## src/rtl/hdlc_tx_pkg.sv

```systemverilog
package hdlc_tx_pkg;
    localparam int BYTE_W = 8;
    localparam int FCS_W  = 16;
    localparam logic [BYTE_W-1:0] FLAG_PATTERN  = 8'h7E;
    localparam logic [FCS_W-1:0]  FCS_PRESET    = 16'hFFFF;
    localparam logic [FCS_W-1:0]  FCS_POLY_REFL = 16'h8408;

    typedef enum logic [2:0] {
        ST_FILL, ST_OPEN, ST_DATA, ST_FCS, ST_CLOSE, ST_ABORT
    } tx_state_e;

    typedef struct packed {
        logic value;
        logic stuffable;
    } line_bit_t;

    function automatic logic [FCS_W-1:0] fcs_step(input logic [FCS_W-1:0] c, input logic b);
        fcs_step = (c >> 1) ^ ((c[0] ^ b) ? FCS_POLY_REFL : '0);
    endfunction
endpackage

```

## src/rtl/hdlc_fcs_acc.sv

```systemverilog
module hdlc_fcs_acc
    import hdlc_tx_pkg::*;
(
    input  logic             clk,
    input  logic             rst,
    input  logic             clr,
    input  logic             en,
    input  logic             bit_in,
    output logic [FCS_W-1:0] fcs_q,
    output logic [FCS_W-1:0] fcs_d
);
    assign fcs_d = en ? fcs_step(fcs_q, bit_in) : fcs_q;

    always_ff @(posedge clk) begin
        if (rst || clr) fcs_q <= FCS_PRESET;
        else            fcs_q <= fcs_d;
    end

    // a clear always restores the preset on the next cycle
    p_fcs_clear_r6: assert property (@(posedge clk) disable iff (rst)
        clr |=> (fcs_q == FCS_PRESET));
endmodule

```

## src/rtl/hdlc_zero_stuff.sv

```systemverilog
module hdlc_zero_stuff #(
    parameter int RUN = 5
) (
    input  logic clk,
    input  logic rst,
    input  logic bit_en,
    input  logic raw_bit,
    input  logic stuffable,
    output logic stuff_now
);
    localparam int RC_W = $clog2(RUN + 1);
    localparam logic [RC_W-1:0] RUN_MAX = RC_W'(RUN);

    logic [RC_W-1:0] run_q;

    assign stuff_now = (run_q == RUN_MAX);

    always_ff @(posedge clk) begin
        if (rst)                        run_q <= '0;
        else if (bit_en) begin
            if (stuff_now || !stuffable) run_q <= '0;
            else if (raw_bit)            run_q <= run_q + 1'b1;
            else                         run_q <= '0;
        end
    end

    // the ones run never exceeds the stuffing threshold
    p_run_bound_r3: assert property (@(posedge clk) disable iff (rst)
        run_q <= RUN_MAX);
endmodule

```

## src/rtl/hdlc_tx_framer.sv

```systemverilog
module hdlc_tx_framer
    import hdlc_tx_pkg::*;
#(
    parameter int STUFF_RUN  = 5,
    parameter int ABORT_BITS = 8
) (
    input  logic              clk,
    input  logic              rst,
    input  logic              bit_en,
    input  logic              cfg_fill_flags,
    input  logic              cfg_invert,
    input  logic              cfg_underrun_close,
    input  logic              fifo_valid,
    input  logic [BYTE_W-1:0] fifo_data,
    input  logic              fifo_last,
    output logic              fifo_pop,
    output logic              line_out,
    output logic              underrun_pulse
);
    localparam int SEQ_MAX = (ABORT_BITS > FCS_W) ? ABORT_BITS : FCS_W;
    localparam int CNT_W   = $clog2(SEQ_MAX);
    localparam int BI_W    = $clog2(BYTE_W);
    localparam logic [CNT_W-1:0] LAST_BYTE_BIT  = CNT_W'(BYTE_W - 1);
    localparam logic [CNT_W-1:0] LAST_FCS_BIT   = CNT_W'(FCS_W - 1);
    localparam logic [CNT_W-1:0] LAST_ABORT_BIT = CNT_W'(ABORT_BITS - 1);

    tx_state_e         state_q, state_d;
    logic [CNT_W-1:0]  cnt_q, cnt_d;
    logic [FCS_W-1:0]  sreg_q, sreg_d;
    logic              last_q, last_d;
    logic              und_d, take_next, advance, stuff_now;
    logic              fcs_clr, fcs_en;
    logic [FCS_W-1:0]  fcs_q, fcs_d;
    line_bit_t         cur;

    // raw bit for the current position of the sequence
    always_comb begin
        cur = '{value: 1'b1, stuffable: 1'b0};
        unique case (state_q)
            ST_FILL:  cur.value = cfg_fill_flags ? FLAG_PATTERN[cnt_q[BI_W-1:0]] : 1'b1;
            ST_OPEN,
            ST_CLOSE: cur.value = FLAG_PATTERN[cnt_q[BI_W-1:0]];
            ST_DATA,
            ST_FCS:   cur = '{value: sreg_q[0], stuffable: 1'b1};
            default:  cur.value = 1'b1;
        endcase
    end

    hdlc_zero_stuff #(.RUN(STUFF_RUN)) u_stuff (
        .clk(clk), .rst(rst), .bit_en(bit_en),
        .raw_bit(cur.value), .stuffable(cur.stuffable), .stuff_now(stuff_now)
    );

    assign advance = bit_en && !stuff_now;
    assign fcs_en  = advance && (state_q == ST_DATA);

    hdlc_fcs_acc u_fcs (
        .clk(clk), .rst(rst), .clr(fcs_clr), .en(fcs_en),
        .bit_in(sreg_q[0]), .fcs_q(fcs_q), .fcs_d(fcs_d)
    );

    always_comb begin
        state_d   = state_q;
        cnt_d     = cnt_q;
        sreg_d    = sreg_q;
        last_d    = last_q;
        fifo_pop  = 1'b0;
        und_d     = 1'b0;
        fcs_clr   = 1'b0;
        take_next = 1'b0;
        if (advance) begin
            cnt_d = cnt_q + 1'b1;
            unique case (state_q)
                ST_FILL: if (cnt_q == LAST_BYTE_BIT) begin
                    cnt_d = '0;
                    if (fifo_valid) begin
                        state_d = ST_OPEN;
                        fcs_clr = 1'b1;
                    end
                end
                ST_OPEN: if (cnt_q == LAST_BYTE_BIT) begin
                    cnt_d     = '0;
                    take_next = 1'b1;
                end
                ST_DATA: begin
                    sreg_d = sreg_q >> 1;
                    if (cnt_q == LAST_BYTE_BIT) begin
                        cnt_d = '0;
                        if (last_q) begin
                            state_d = ST_FCS;
                            sreg_d  = ~fcs_d;
                        end else begin
                            take_next = 1'b1;
                        end
                    end
                end
                ST_FCS: begin
                    sreg_d = sreg_q >> 1;
                    if (cnt_q == LAST_FCS_BIT) begin
                        cnt_d   = '0;
                        state_d = ST_CLOSE;
                    end
                end
                ST_CLOSE: if (cnt_q == LAST_BYTE_BIT) begin
                    cnt_d   = '0;
                    state_d = ST_FILL;
                end
                ST_ABORT: if (cnt_q == LAST_ABORT_BIT) begin
                    cnt_d   = '0;
                    state_d = ST_FILL;
                end
                default: begin
                    cnt_d   = '0;
                    state_d = ST_FILL;
                end
            endcase
            if (take_next) begin
                if (fifo_valid) begin
                    fifo_pop = 1'b1;
                    sreg_d   = {{(FCS_W-BYTE_W){1'b0}}, fifo_data};
                    last_d   = fifo_last;
                    state_d  = ST_DATA;
                end else begin
                    und_d = 1'b1;
                    if (cfg_underrun_close) begin
                        state_d = ST_FCS;
                        sreg_d  = ~fcs_d;
                    end else begin
                        state_d = ST_ABORT;
                    end
                end
            end
        end
    end

    always_ff @(posedge clk) begin
        if (rst) begin
            state_q        <= ST_FILL;
            cnt_q          <= '0;
            sreg_q         <= '0;
            last_q         <= 1'b0;
            line_out       <= ~cfg_invert;
            underrun_pulse <= 1'b0;
        end else begin
            state_q        <= state_d;
            cnt_q          <= cnt_d;
            sreg_q         <= sreg_d;
            last_q         <= last_d;
            underrun_pulse <= und_d;
            if (bit_en) line_out <= (stuff_now ? 1'b0 : cur.value) ^ cfg_invert;
        end
    end

    // no strobe, no change on the line
    p_hold_r2: assert property (@(posedge clk) disable iff (rst)
        !bit_en |=> $stable(line_out));
    // an inserted bit appears on the line as a space
    p_stuffed_zero_r3: assert property (@(posedge clk) disable iff (rst)
        (bit_en && stuff_now) |=> (line_out == $past(cfg_invert)));
    // bytes leave the FIFO only at a flag or byte boundary
    p_pop_at_boundary_r5: assert property (@(posedge clk) disable iff (rst)
        fifo_pop |-> ((state_q == ST_OPEN || state_q == ST_DATA) && bit_en));
    // accumulator sits at preset through the whole opening flag
    p_fcs_preset_r6: assert property (@(posedge clk) disable iff (rst)
        (state_q == ST_OPEN) |-> (fcs_q == FCS_PRESET));
    // underrun pulse lasts one cycle and leaves FCS or abort running
    p_underrun_single_r7: assert property (@(posedge clk) disable iff (rst)
        underrun_pulse |=> !underrun_pulse);
    p_underrun_path_r7: assert property (@(posedge clk) disable iff (rst)
        underrun_pulse |-> (state_q == ST_FCS || state_q == ST_ABORT));
    // abort bits are marks on the line
    p_abort_marks_r8: assert property (@(posedge clk) disable iff (rst)
        (bit_en && state_q == ST_ABORT && !stuff_now) |=> (line_out != $past(cfg_invert)));
endmodule

```

## config.mk

```make
export PLATFORM = sky130hd
export DESIGN_NAME = hdlc_tx_framer
export DESIGN_NICKNAME = d
export VERILOG_FILES = /design/src/rtl/hdlc_tx_pkg.sv /design/src/rtl/hdlc_fcs_acc.sv /design/src/rtl/hdlc_zero_stuff.sv /design/src/rtl/hdlc_tx_framer.sv
export SDC_FILE = /design/constraint.sdc
export NUM_CORES = 1
export LEC_CHECK = 0
export BUFFER_PORTS_ARGS = -buffer_cell sky130_fd_sc_hd__buf_2
export CORE_ASPECT_RATIO = 1.75
export CORE_UTILIZATION = 60
export DETAILED_ROUTE_END_ITERATION = 16
export PLACE_DENSITY = 0.79
export SETUP_SLACK_MARGIN = 0.2
export SYNTH_ARGS = -nofsm -noshare
export SYNTH_HDL_FRONTEND = slang
export SYNTH_SLANG_ARGS = --single-unit
```

## constraint.sdc

```tcl
create_clock -name clk -period 3.8 [get_ports clk]
set_input_delay 0.76 -clock clk [delete_from_list [all_inputs] [get_ports clk]]
set_output_delay 0.76 -clock clk [all_outputs]
set_load 0.02 [all_outputs]
```

==> results.md <==
CTS:
- The clock reaches the later pin of the worst-skew pair after 0.30 ns.
- The number of buffers inserted during clock tree synthesis is 5.
- Clock-pin slew was measured on the worst setup and hold paths at 0.08 ns.
- The number of post-CTS setup repair buffers is 0.
- The number of gates resized after CTS was 0.
- The quantity of hold-fixing buffers added after cts is 0.
- TritonCTS built the clock tree.
- The tree is rooted in a sky130_fd_sc_hd__clkbuf_8.
- The CTS H-tree depth is 2.
- The buffer levels on the longest clock path is 2.
- CTS saw 46 sinks.

Routing:
- The number of vias per cell after detailed routing is 6.42.
- The remaining antenna violation count after routing is 0.
- The count of routing violations after the opening detailed-route iteration is 121.
- Wires add up to 6320 um.
- The length of the first detailed-routing pass in iterations is 5.
- The number of design rule violations left after detail routing is 0.
- Across all layers, the routed design uses 2388 vias.
- The mean routed wirelength per cell is 17.0 um.

Critical path:
- The critical path in this run is classified as reg2out.
- The worst setup path is captured at an output port.
- Among all stages on the critical path, the largest delay is contributed by sky130_fd_sc_hd__dfxtp_1.
- Walking the worst path, the cells encountered are or3b_4, a211oi_2, and3_1, buf_2.
- The reg-to-reg critical path startpoint is state_q[1].
- The critical path required time is 3.04 ns.
- The count of cells along the worst register-to-register path is 6.
- Of all nets on the critical path, the largest fanout is 12.
- The reg-to-reg critical path endpoint is sreg_q[10].
- The flop-to-flop setup slack is 1.26 ns.
- The data arrival time of the critical path is 2.15 ns.
- The category of the worst setup path launch point is a flop.
- The delay contributed by the slowest stage of the critical path is 0.55 ns.

Global routing:
- For this run the aggregate overflow at the end of global routing stands at 0.
- The via count of the first global-routing pass is 2167.
- Global routing used 29.2% of the available tracks.
- The pin count of the biggest net entering global routing is 34.
- The initial antenna violation count is 0.
- The wire length of the first global-routing pass is 10500 um.

Floorplan:
- In this run the vertical extent of the chip is 90.1 um.
- Once the floorplan was initialized, standard cells occupied 63.6% of the core.
- The horizontal die dimension is 52.4 um.
- The number of placed I/O pins is 19.
- The die covers 4720 sq um.
- Row generation in the floorplan step produced 31 rows.
- The region available for standard cell placement spans 4190 sq um.

Yosys:
- The share of the synthesized area in the top cell type is 33.8%.
- Synthesis produced 316 cells.
- The async set-or-reset flop fraction in the synthesized netlist is 0%.
- The average instance area after synthesis is 8.43 sq um.
- The cell type with the highest aggregate area in the netlist is sky130_fd_sc_hd__dfxtp_1.
- Counting flops with a built-in enable in the synthesized netlist gives 1.
- The sequential cell area fraction in the yosys report is 34.9%.
- By instance count, the leading cell after synthesis is sky130_fd_sc_hd__nand2_1.
- The synthesized design contains 46 register bits.
- The predominant post-synthesis flop cell is sky130_fd_sc_hd__dfxtp_1.
- The Yosys step of the flow raised 0 warnings.
- The commonest cells after synthesis are sky130_fd_sc_hd__nand2_1 (47), sky130_fd_sc_hd__dfxtp_1 (45), sky130_fd_sc_hd__nor2_1 (32).
- By area the synthesized netlist is led by sky130_fd_sc_hd__dfxtp_1 (34%), sky130_fd_sc_hd__nand2_1 (6.6%), sky130_fd_sc_hd__mux2i_1 (5.6%).
- The synthesized netlist occupies a cell area of 2660 sq um.
- The total nets after synthesis is 335.
- After synthesis, the netlist uses 62 different library cells.

Power:
- For this design the ratio of total power to cell area is 338 nW/um^2.
- The static leakage is 1.11 nW.
- The maximum vdd drop is 0.000342 V.
- Summing internal, switching and leakage power gives 0.964 mW.

Timing:
- The hold violation total from the final report came to 0.
- The max-slew violation count is 0.
- For the pin with the worst max-slew slack, the measured transition is 0.718 ns.
- The sum of negative setup slack is 0 ns.
- Based on the critical path, the design can be clocked at up to 344 MHz.
- The clock arrives with 0.00317 ns of skew.
- Setup violations remaining at the end of the flow were counted as 0.
- Of the available clock period, the critical path in the final layout requires 76.5%.
- Setup repair after global routing left no endpoint under its margin.
- The final critical-path required period is 2.91 ns.
- Headroom to the max-slew limit came out at 52.1%.

Hold path:
- The hold path startpoint is sreg_q[10].
- The worst hold path was traced through 2 stages.
- The path with the worst hold slack has its endpoint at sreg_q[10].
- The type of the tightest min-delay check is reg2reg.

Cells and area:
- After the last flow step, the layout net total stands at 341.
- The filler cell count in the final layout is 358.
- 0 antenna diodes ended up in the layout.
- The post-route netlist has 17.0% of its cells at a drive strength greater than 1.
- Compared with the post-synthesis result, the final layout area differs by 7.05%.

Placed design:
- Input and output buffers added on the ports amount to 18.
- At the end of routability-driven placement, the weighted congestion stood at 0.840.
- The detailed placer's ending HPWL is 4320 um.

Run status:
- The flow ran to the end, and the final reports show no timing, DRC or antenna violations.

Run:
- Max-cap violations in this run came to 0.
-- cell type report --
cell class	instances	area, sq um	area share [%]
timing repair buffer	22	120	4.21
clock inverter	1	30.0	1.05
tap	49	61.3	2.15
inverter	6	22.5	0.790
clock buffer	7	76.3	2.68
sequential	46	931	32.6
multi-input combinational	241	1610	56.5
-- placed cells by master, fill, tap and decap left out, drive strengths merged, types with 7 or more instances in the layout --
master	n
clkbuf	7
mux2i	15
a22oi	8
buf	22
dfxtp	45
nand3	17
a211oi	8
nor2	32
nand2	48
a21oi	20
a311oi	9
a21o	8
-- metal layers --
layer | GRT usage [%] | share of wire (%) | vias up
li1 | - | - | 1158
met3 | 4.74 | 4.2 | 16
met4 | 12.3 | 2.9 | 0
met5 | 0 | 0 | -
met1 | 34.2 | 39 | 1147
met2 | 50.1 | 54 | 67
-- stage by stage --
stage | instances | utilization, % | setup slack, ns | hold WS [ns] | cell area (sq um)
2_1_floorplan | 316 | - | 1.50 | 0.461 | 2660
3_3_place_gp | 364 | 65.5 | 1.25 | 0.488 | 2750
3_5_place_dp | 364 | 65.5 | 1.18 | 0.485 | 2750
4_1_cts | 372 | 68.1 | 0.900 | 0.509 | 2850
5_1_grt | 372 | 68.1 | 0.809 | 0.542 | 2850
6_report | 372 | 68.1 | 0.893 | 0.511 | 2850
-- cells by family (layout without fill, tap and decap cells) --
family	count (synthesis)	after routing	share of synthesized area [%]
AO/OA/AOI/OAI	88	88	28.1
multiplexers	16	16	6.06
adder cells (fa/ha/maj)	3	3	1.41
buffers and inverters	29	36	5.03
AND/OR/NAND/NOR	130	130	23.2
XOR/XNOR	4	4	1.32
flip-flops	46	46	34.9
-- sequential cells by signal (all words and copies together) (netlist names), named ones only --
register / cells
last_q: 1
u_stuff.run_q: 3
line_out: 1
state_q: 3
sreg_q: 16
cnt_q: 4
u_fcs.fcs_q: 16
underrun_pulse: 1
-- power breakdown --
group,internal [mW],switching [mW]
clock,0.197,0.165
sequential,0.499,0.0113
combinational,0.0390,0.0532
total,0.735,0.229
-- how the worst max path moves through the flow --
stage | start | endpoint | slack (ns) | cells after the start
2_1_floorplan | bit_en | fifo_pop | 1.50 | 3
3_3_place_gp | state_q[1] | fifo_pop | 1.25 | 4
3_5_place_dp | fifo_valid | sreg_q[4] | 1.18 | 6
4_1_cts | state_q[1] | fifo_pop | 0.90 | 4
5_1_grt | state_q[1] | fifo_pop | 0.81 | 4
6_report | state_q[1] | fifo_pop | 0.89 | 4
-- worst max-delay path, delay by kind of cell (launching register included) --
kind                   cells  cell delay (ns)
and+or+nand+nor            2             0.73
buffers and inverters      1             0.17
DFF                        1             0.55
AOI/OAI and AO/OA          1             0.39
(Power assumes the default switching activity.)
